**config.mk**
```make
export PLATFORM = sky130hd
export DESIGN_NAME = hz_ctrl_top
export DESIGN_NICKNAME = d
export VERILOG_FILES = /design/src/rtl/hz_pkg.sv /design/src/rtl/hz_op_decode.sv /design/src/rtl/hz_raw_detect.sv /design/src/rtl/hz_select.sv /design/src/rtl/hz_pc_gen.sv /design/src/rtl/hz_ctrl_top.sv
export SDC_FILE = /design/constraint.sdc
export NUM_CORES = 1
export LEC_CHECK = 0
export BUFFER_PORTS_ARGS = -buffer_cell sky130_fd_sc_hd__buf_4
export CAP_MARGIN = 15
export CORE_MARGIN = 2
export CORE_UTILIZATION = 45
export CTS_BUF_LIST = sky130_fd_sc_hd__clkbuf_8
export CTS_CLUSTER_SIZE = 14
export DETAILED_ROUTE_END_ITERATION = 10
export PLACE_DENSITY = 0.82
export SYNTH_ARGS = -nofsm -noshare
export SYNTH_HDL_FRONTEND = slang
export SYNTH_SLANG_ARGS = --single-unit
export TNS_END_PERCENT = 5
```
**constraint.sdc**
```tcl
create_clock -name clk_i -period 6.47 [get_ports clk_i]
set_input_delay 1.941 -clock clk_i [delete_from_list [all_inputs] [get_ports clk_i]]
set_output_delay 1.941 -clock clk_i [all_outputs]
set_load 0.03 [all_outputs]
```
**src/rtl/hz_pkg.sv**
```systemverilog
package hz_pkg;
  localparam int unsigned OP_W = 6;
  typedef logic [OP_W-1:0] opcode_t;

  localparam opcode_t OPC_J    = 6'h02;
  localparam opcode_t OPC_JAL  = 6'h03;
  localparam opcode_t OPC_BEQZ = 6'h04;
  localparam opcode_t OPC_BNEZ = 6'h05;
  localparam opcode_t OPC_JR   = 6'h12;
  localparam opcode_t OPC_JALR = 6'h13;

  typedef enum logic [1:0] {
    PC_SEQ  = 2'd0,
    PC_JABS = 2'd1,
    PC_RIND = 2'd2,
    PC_BR   = 2'd3
  } pc_sel_e;

  typedef enum logic [1:0] {
    IRD_FETCH  = 2'd0,
    IRD_BUBBLE = 2'd1,
    IRD_HOLD   = 2'd2
  } ird_sel_e;

  typedef enum logic {
    IRE_PASS   = 1'b0,
    IRE_BUBBLE = 1'b1
  } ire_sel_e;
endpackage

```
**src/rtl/hz_op_decode.sv**
```systemverilog
module hz_op_decode
  import hz_pkg::*;
(
  input  opcode_t opcode_d_i,
  input  opcode_t opcode_e_i,
  input  logic    zero_e_i,
  output logic    br_taken_o,
  output logic    jmp_abs_o,
  output logic    jmp_ind_o
);
  logic is_beqz, is_bnez;

  assign is_beqz    = (opcode_e_i == OPC_BEQZ);
  assign is_bnez    = (opcode_e_i == OPC_BNEZ);
  assign br_taken_o = (is_beqz && zero_e_i) || (is_bnez && !zero_e_i);

  assign jmp_abs_o  = (opcode_d_i == OPC_J)  || (opcode_d_i == OPC_JAL);
  assign jmp_ind_o  = (opcode_d_i == OPC_JR) || (opcode_d_i == OPC_JALR);
endmodule

```
**src/rtl/hz_raw_detect.sv**
```systemverilog
module hz_raw_detect #(
  parameter int unsigned REG_W = 5,
  parameter int unsigned N_WR  = 3
) (
  input  logic [REG_W-1:0]           rs_i,
  input  logic                       rs_en_i,
  input  logic [REG_W-1:0]           rt_i,
  input  logic                       rt_en_i,
  input  logic [N_WR-1:0][REG_W-1:0] wr_reg_i,
  input  logic [N_WR-1:0]            wr_en_i,
  input  logic                       kill_i,
  output logic                       stall_o
);
  logic [N_WR-1:0] hit;

  for (genvar g = 0; g < N_WR; g++) begin : g_wr
    assign hit[g] = wr_en_i[g] &&
                    ((rs_en_i && (rs_i == wr_reg_i[g])) ||
                     (rt_en_i && (rt_i == wr_reg_i[g])));
  end

  // decode instruction is dead when the older branch redirects
  assign stall_o = (|hit) && !kill_i;
endmodule

```
**src/rtl/hz_select.sv**
```systemverilog
module hz_select
  import hz_pkg::*;
(
  input  logic     rst_ni,
  input  logic     br_taken_i,
  input  logic     jmp_abs_i,
  input  logic     jmp_ind_i,
  input  logic     stall_i,
  output pc_sel_e  pc_sel_o,
  output ird_sel_e ird_sel_o,
  output ire_sel_e ire_sel_o
);
  always_comb begin
    if (br_taken_i)     pc_sel_o = PC_BR;
    else if (jmp_abs_i) pc_sel_o = PC_JABS;
    else if (jmp_ind_i) pc_sel_o = PC_RIND;
    else                pc_sel_o = PC_SEQ;
  end

  always_comb begin
    if (!rst_ni || br_taken_i)        ird_sel_o = IRD_BUBBLE;
    else if (stall_i)                 ird_sel_o = IRD_HOLD;
    else if (jmp_abs_i || jmp_ind_i)  ird_sel_o = IRD_BUBBLE;
    else                              ird_sel_o = IRD_FETCH;
  end

  always_comb begin
    if (!rst_ni || br_taken_i || stall_i) ire_sel_o = IRE_BUBBLE;
    else                                  ire_sel_o = IRE_PASS;
  end
endmodule

```
**src/rtl/hz_pc_gen.sv**
```systemverilog
module hz_pc_gen
  import hz_pkg::*;
#(
  parameter int unsigned     XLEN     = 32,
  parameter int unsigned     OFF_W    = 16,
  parameter int unsigned     JT_W     = 26,
  parameter logic [XLEN-1:0] RESET_PC = '0
) (
  input  logic             clk_i,
  input  logic             rst_ni,
  input  pc_sel_e          pc_sel_i,
  input  logic             pc_en_i,
  input  logic [XLEN-1:0]  pc_d_i,
  input  logic [XLEN-1:0]  pc_e_i,
  input  logic [OFF_W-1:0] off_i,
  input  logic [JT_W-1:0]  jt_i,
  input  logic [XLEN-1:0]  rind_i,
  output logic [XLEN-1:0]  pc_o
);
  localparam int unsigned HI_W = XLEN - JT_W - 2;

  logic [XLEN-1:0] pc_q, pc_nxt, off_ext, jabs;
  logic            unused_pc_d_lo;

  assign off_ext        = {{(XLEN-OFF_W){off_i[OFF_W-1]}}, off_i};
  assign jabs           = {pc_d_i[XLEN-1 -: HI_W], jt_i, 2'b00};
  assign unused_pc_d_lo = ^pc_d_i[JT_W+1:0];

  always_comb begin
    unique case (pc_sel_i)
      PC_BR:   pc_nxt = pc_e_i + off_ext;
      PC_JABS: pc_nxt = jabs;
      PC_RIND: pc_nxt = rind_i;
      default: pc_nxt = pc_q + XLEN'(4);
    endcase
  end

  always_ff @(posedge clk_i or negedge rst_ni) begin
    if (!rst_ni)      pc_q <= RESET_PC;
    else if (pc_en_i) pc_q <= pc_nxt;
  end

  assign pc_o = pc_q;
endmodule

```
**src/rtl/hz_ctrl_top.sv**
```systemverilog
module hz_ctrl_top
  import hz_pkg::*;
#(
  parameter int unsigned     XLEN     = 32,
  parameter int unsigned     REG_W    = 5,
  parameter int unsigned     OFF_W    = 16,
  parameter int unsigned     JT_W     = 26,
  parameter logic [XLEN-1:0] RESET_PC = 32'h0000_0100
) (
  input  logic                       clk_i,
  input  logic                       rst_ni,
  input  logic [hz_pkg::OP_W-1:0]    opcode_d_i,
  input  logic [hz_pkg::OP_W-1:0]    opcode_e_i,
  input  logic                       zero_e_i,
  input  logic [REG_W-1:0]           rs_d_i,
  input  logic                       rs_rd_en_d_i,
  input  logic [REG_W-1:0]           rt_d_i,
  input  logic                       rt_rd_en_d_i,
  input  logic [REG_W-1:0]           wr_reg_e_i,
  input  logic                       wr_en_e_i,
  input  logic [REG_W-1:0]           wr_reg_m_i,
  input  logic                       wr_en_m_i,
  input  logic [REG_W-1:0]           wr_reg_w_i,
  input  logic                       wr_en_w_i,
  input  logic [XLEN-1:0]            pc_d_i,
  input  logic [XLEN-1:0]            pc_e_i,
  input  logic [OFF_W-1:0]           br_off_e_i,
  input  logic [JT_W-1:0]            jmp_tgt_d_i,
  input  logic [XLEN-1:0]            rind_tgt_d_i,
  output logic                       stall_o,
  output logic [1:0]                 pc_sel_o,
  output logic [1:0]                 ir_d_sel_o,
  output logic                       ir_e_sel_o,
  output logic [XLEN-1:0]            pc_o
);
  localparam int unsigned N_WR = 3;

  logic                       br_taken, jmp_abs, jmp_ind, stall;
  logic [N_WR-1:0][REG_W-1:0] wr_reg;
  logic [N_WR-1:0]            wr_en;
  pc_sel_e                    pc_sel;
  ird_sel_e                   ird_sel;
  ire_sel_e                   ire_sel;

  assign wr_reg = {wr_reg_w_i, wr_reg_m_i, wr_reg_e_i};
  assign wr_en  = {wr_en_w_i, wr_en_m_i, wr_en_e_i};

  hz_op_decode u_dec (
    .opcode_d_i (opcode_d_i),
    .opcode_e_i (opcode_e_i),
    .zero_e_i   (zero_e_i),
    .br_taken_o (br_taken),
    .jmp_abs_o  (jmp_abs),
    .jmp_ind_o  (jmp_ind)
  );

  hz_raw_detect #(.REG_W(REG_W), .N_WR(N_WR)) u_raw (
    .rs_i     (rs_d_i),
    .rs_en_i  (rs_rd_en_d_i),
    .rt_i     (rt_d_i),
    .rt_en_i  (rt_rd_en_d_i),
    .wr_reg_i (wr_reg),
    .wr_en_i  (wr_en),
    .kill_i   (br_taken),
    .stall_o  (stall)
  );

  hz_select u_sel (
    .rst_ni     (rst_ni),
    .br_taken_i (br_taken),
    .jmp_abs_i  (jmp_abs),
    .jmp_ind_i  (jmp_ind),
    .stall_i    (stall),
    .pc_sel_o   (pc_sel),
    .ird_sel_o  (ird_sel),
    .ire_sel_o  (ire_sel)
  );

  hz_pc_gen #(
    .XLEN(XLEN), .OFF_W(OFF_W), .JT_W(JT_W), .RESET_PC(RESET_PC)
  ) u_pc (
    .clk_i    (clk_i),
    .rst_ni   (rst_ni),
    .pc_sel_i (pc_sel),
    .pc_en_i  (!stall),
    .pc_d_i   (pc_d_i),
    .pc_e_i   (pc_e_i),
    .off_i    (br_off_e_i),
    .jt_i     (jmp_tgt_d_i),
    .rind_i   (rind_tgt_d_i),
    .pc_o     (pc_o)
  );

  assign stall_o    = stall;
  assign pc_sel_o   = pc_sel;
  assign ir_d_sel_o = ird_sel;
  assign ir_e_sel_o = ire_sel;
endmodule

```
# After elaboration in Yosys (flattened, before gate mapping)

Index checks and enable logic that the tools add are counted.

Output and inout port bits: 38
Memory bits (read-only): 0
Bits of input ports: 183
Bits in latches: 0
Bits in writable memories: 0
Memories: 0
Register bits: 32

Bitwise logic cells: 0
Shifts and indexed selects: 0
Add/sub/neg operators: 2
Multipliers: 0
Muxes and demuxes: 8
Reduce and logical (&&, ||, !) cells: 25
Equal/unequal tests: 15
$lt $le $gt $ge: 0
Divide/modulo/power cells: 0

Operators by type and width:

| kind                                                            | count |
|---|---|
| 32-bit one-hot mux with 3 select lines                          | 1 |
| 32-bit by 3-bit adder with 32-bit output, second input constant | 1 |
| 32-bit adder                                                    | 1 |
| 5-bit == test                                                   | 6 |
| 6-bit by 2-bit == test with 1-bit output, second input constant | 2 |
| 6-bit by 3-bit == test with 1-bit output, second input constant | 2 |
| 6-bit by 5-bit == test with 1-bit output, second input constant | 2 |
| 1-bit logical AND                                               | 12 |
| 2-bit two-way mux                                               | 5 |
| 1-bit logical OR                                                | 9 |
| 2-bit == test, second input constant                            | 2 |
| 1-bit logical NOT                                               | 3 |
| 3-bit OR reduction                                              | 1 |
| 2-bit by 1-bit == test with 1-bit output, second input constant | 1 |
| 1-bit two-way mux                                               | 2 |

# Logic depth before layout (Yosys ltp)

Depth after elaboration: 8
Mapped depth: 11

# Hierarchy

A second synthesis with hierarchy kept.

Cells, all modules: 621
Area, all modules: 4744.6 um^2

By module, submodules not included:

| module        | instances | seq. area each (um^2) | cells an instance | area each (um^2) |
|---|---|---|---|---|
| hz_pc_gen     | 1         | 802.0                 | 558               | 4270.3 |
| hz_raw_detect | 1         | 0.0                   | 48                | 370.4 |
| hz_op_decode  | 1         | 0.0                   | 6                 | 52.6 |
| hz_select     | 1         | 0.0                   | 8                 | 47.5 |
| hz_ctrl_top   | 1         | 0.0                   | 1                 | 3.8 |

# Worst setup path before layout

OpenSTA, ideal clock, no wires.

Kind: input port to output port
Start point: input opcode_d_i[3] (netlist name)
End point: output pc_sel_o[0]
Arrival: 3.643 ns
Stages on the path: 4
Path buffers: 2
Slack: 0.886 ns
Cell sequence: or4b_1 clkbuf_1 clkbuf_1 o21ai_0

Word-level cells in the longest chain between the ends: 4
Elaborated cells on any way between the ends: 5
Those cells by class: eq/ne: 2; mux: 2; reduce/logical: 1

Ends and longest elaborated chain:

| element                                  | line               | RTL |
|---|---|---|
| start, declared                          | hz_ctrl_top.sv:12  | `input logic [hz_pkg::OP_W-1:0] opcode_d_i,` |
| 6-bit by 2-bit == test with 1-bit output | hz_op_decode.sv:17 | `assign jmp_abs_o = (opcode_d_i == OPC_J) \|\| (opcode_d_i == OPC_JAL);` |
| 1-bit logical OR (*)                     | hz_op_decode.sv:17 |  |
| 2-bit two-way mux (*)                    | hz_select.sv:15    | `else if (jmp_abs_i) pc_sel_o = PC_JABS;` |
| 2-bit two-way mux (*)                    | hz_select.sv:14    | `if (br_taken_i) pc_sel_o = PC_BR;` |
| end, declared                            | hz_ctrl_top.sv:31  | `output logic [1:0] pc_sel_o,` |

Every way passes the cells marked *; elsewhere a longest branch is shown, timed or not.

# Final worst setup path

Start point: input wr_reg_e_i[2]
End point: output ir_d_sel_o[0]

Word-level cells in the longest chain between the ends: 8
Elaborated cells on any way between the ends: 10
Those cells by class: eq/ne: 2; mux: 2; reduce/logical: 6

Ends and longest elaborated chain:

| element                              | line                                     | RTL |
|---|---|---|
| start, declared                      | hz_ctrl_top.sv:19                        | `input logic [REG_W-1:0] wr_reg_e_i,` |
| 5-bit == test (on tied branches)     | hz_raw_detect.sv:18, hz_raw_detect.sv:19 |  |
| 1-bit logical AND (on tied branches) | hz_raw_detect.sv:18, hz_raw_detect.sv:19 |  |
| 1-bit logical OR (*)                 | hz_raw_detect.sv:18                      | `((rs_en_i && (rs_i == wr_reg_i[g])) \|\|` |
| 1-bit logical AND (*)                | hz_raw_detect.sv:17                      | `assign hit[g] = wr_en_i[g] &&` |
| 3-bit OR reduction (*)               | hz_raw_detect.sv:23                      | `assign stall_o = (\|hit) && !kill_i;` |
| 1-bit logical AND (*)                | hz_raw_detect.sv:23                      |  |
| 2-bit two-way mux (*)                | hz_select.sv:22                          | `else if (stall_i) ird_sel_o = IRD_HOLD;` |
| 2-bit two-way mux (*)                | hz_select.sv:21                          | `if (!rst_ni \|\| br_taken_i) ird_sel_o = IRD_BUBBLE;` |
| end, declared                        | hz_ctrl_top.sv:32                        | `output logic [1:0] ir_d_sel_o,` |

Marked as above.

==> metrics <==
number of synthesized flops with an enable pin 0; number of CTS-inserted buffers 5; initial antenna violation count 0; length of the first detailed-routing pass in iterations 5; post-synthesis cell count 591; Post-Syn Nets ~800; Final ANT Viol Nets 0; multi-input combinational cell area about 0.0035 mm^2; fin util 63.2%; CTS Sinks 32; P&R area growth vs syn 37.0%; die height ~100 um; first-pass GRT wire length about 26 mm; Port Buf Inserts 191; Avg WL per Cell 17.9 um; largest net degree at the start of global routing 36; Max Clk Rate about 180 MHz; hold path start u_pc.pc_o[0]; CTS tree built; Storage cell area roughly 800 um^2; drt total wl 16.2 mm; Post-Place Cells about 900; FF-to-FF path depth 8; RSZ-0062 raised after global routing false; final worst path period share ~87%; setup TNS 0 ns; static leakage between 0.002 and 0.003 uW; Max-cap violations 0; Tightest Pin Transition 0.856 ns; synth warn 0; synthesis-stage register bit count 32; Worst R2R End u_pc.pc_o[29]; clk slew on worst S/H paths 0.07 ns; Largest register FFs 32; antenna cells 0; synth unique cells between 60 and 70; core area 0.00968 mm^2; Synth Flop Type dfrtp_1; Worst VDD drop 0.000107 V; Seq/Total Area, Yosys approximately 18%; Fill cells approximately 900; WP data required ~4.5 ns; crit path kind input pin to primary output; CTS Root Cell clkbuf_8; FP Rows 36; final instance count without filler cells 903; hold endpoint u_pc.pc_o[0]; overflow left after global routing 0; DRC Markers 0; ys async rst share 100%; vias in the first global route roughly 5200; final std cell area, no fill ~0.0061 mm^2; 1st-iter DRT viols around 420; post-synthesis cell area between 0.004 and 0.005 mm^2; Power Dens Cells ~210 mW/mm^2; number of I/O pins between 200 and 250; R2R setup slack around 4.0 ns; syn avg cell area 7.55 um^2; Hold-fix buffers, CTS 0; Rel. slew slack 42.7%; Worst Setup End Kind primary output; crit path DAT 3.69 ns; # H-tree levels 2; post_cts resized 0; Final setup viols 0; post-layout min period ~5.6 ns; Initial Util between 40 and 50%; nets just under 1000; outcome finished, final reports clean; crit path launch type input pin; placed cell area roughly 0.006 mm^2; Crit Path Max Fanout 4; r2r startpoint u_pc.pc_o[8]; final hold vios 0; Worst-Skew Late Latency 0.29 ns; DP HPWL 12.9 mm; Final Max Tran Viols 0; via density per instance 6.02; maximum clock insertion buffer count 2; Total GRT Usage 29.1%; clk_skew 0.00582 ns; die area roughly 0.011 mm^2; chip width roughly 100 um; GP Congestion between 0.9 and 1; Via Count roughly 5400; share of post-route cells with drive strength above 1 slightly below 30%; worst min path class flop to flop; total setup buffers inserted after CTS 0; Hold Path Stages 2
==> routing by layer <==
| layer | vias to the layer above | global-route usage (%) | share of wire [%] |
|---|---|---|---|
| met5 | - | 0 | 0 |
| met4 | 0 | 9.36 | 3.0 |
| met3 | 42 | 6.04 | 8.7 |
| met2 | 281 | 48.8 | 48 |
| met1 | 2517 | 37.6 | 40 |
| li1 | 2599 | - | - |
==> how the worst max path moves through the flow <==
stage	from	to	slack, ns
4_1_cts	rs_d_i[3]	ir_d_sel_o[1]	0.86
6_report	wr_reg_e_i[2]	ir_d_sel_o[0]	0.84
3_3_place_gp	wr_reg_e_i[2]	ir_d_sel_o[0]	0.91
5_1_grt	rs_d_i[3]	ir_d_sel_o[1]	0.74
2_1_floorplan	opcode_d_i[3]	pc_sel_o[0]	0.89
3_5_place_dp	rs_d_i[3]	ir_d_sel_o[1]	0.87
==> worst max-delay path, stage by stage <==
cell	delay [ns]
buf_4	0.12
xor2_1	0.23
nor4_1	0.12
and3_1	0.18
o21ai_1	0.15
nor2b_1	0.45
nand2_1	0.19
nand3_1	0.13
buf_4	0.17
==> cells in the final DEF, fill, tap and decap left out, types with 6 or more instances in the layout <==
master | netlist | layout
a211oi_1 | 6 | 6
a21o_1 | 18 | 18
a21oi_1 | 54 | 54
a221oi_1 | 7 | 7
a22o_1 | 6 | 6
a31oi_1 | 13 | 13
and3_1 | 17 | 17
buf_4 | 0 | 202
clkbuf_8 | 0 | 6
dfrtp_1 | 31 | 31
ha_1 | 32 | 32
inv_1 | 12 | 12
mux2i_1 | 9 | 9
nand2_1 | 54 | 54
nand3_1 | 14 | 14
nand4_1 | 18 | 18
nor2_1 | 46 | 46
nor2b_1 | 7 | 7
nor3_1 | 6 | 6
nor4_1 | 8 | 8
o211ai_1 | 6 | 6
o21ai_0 | 32 | 32
o21ai_1 | 13 | 13
o221ai_1 | 16 | 16
xnor2_1 | 22 | 22
xor2_1 | 39 | 39
==> per-stage QoR <==
step                      hold slack [ns]  total power, uW  setup WS [ns]
final                               0.573             1280          0.841
after global routing                0.598             1360          0.737
after CTS                           0.578             1270          0.864
after detailed placement            0.568             1110          0.867
after global placement              0.529             1090          0.907
after floorplan                     0.620              804          0.886
==> cell families (layout without fill, tap and decap cells) <==
group | Yosys count | in the layout | synth area share (%)
AO/OA/AOI/OAI | 216 | 216 | 32.6
AND/OR/NAND/NOR | 196 | 196 | 22.0
XOR/XNOR | 61 | 61 | 12.0
buffers and inverters | 44 | 223 | 4.01
adder cells (fa/ha/maj) | 33 | 33 | 9.42
flip-flops | 32 | 32 | 18.0
multiplexers | 9 | 9 | 2.02
==> cells in the mapped netlist, types with 5 or more instances <==
master / number / area share [%]
a21oi_1: 54 / 6.1
nand2_1: 54 / 4.5
nor2_1: 46 / 3.9
xor2_1: 39 / 7.7
ha_1: 32 / 9.0
o21ai_0: 32 / 3.6
dfrtp_1: 31 / 17
xnor2_1: 22 / 4.3
a21o_1: 18 / 3.0
clkbuf_1: 18 / 1.5
nand4_1: 18 / 2.5
and3_1: 17 / 2.4
o221ai_1: 16 / 3.1
nand3_1: 14 / 1.6
a31oi_1: 13 / 1.8
o21ai_1: 13 / 1.5
inv_1: 12 / 1.0
buf_2: 11 / 1.2
mux2i_1: 9 / 2.0
nor4_1: 8 / 1.1
a221oi_1: 7 / 1.4
nor2b_1: 7 / 0.98
a211oi_1: 6 / 1.0
a22o_1: 6 / 1.2
nor3_1: 6 / 0.67
o211ai_1: 6 / 1.0
a22oi_1: 5 / 0.84
and2_1: 5 / 0.70
o21a_1: 5 / 0.84
==> final cells by class <==
class	instances	share of cell area [%]
multi-input combinational	515	57.1
timing repair buffer	202	24.8
sequential	32	13.1
tap	133	2.72
clock buffer	6	1.35
inverter	13	0.798
clock inverter	2	0.164
==> power breakdown <==
group	switching, uW	total, uW	internal [uW]
Combinational	423	748	325
Sequential	98.6	371	272
Clock	80.3	165	84.9
Total	601	1280	682
(Power assumes the default switching activity.)
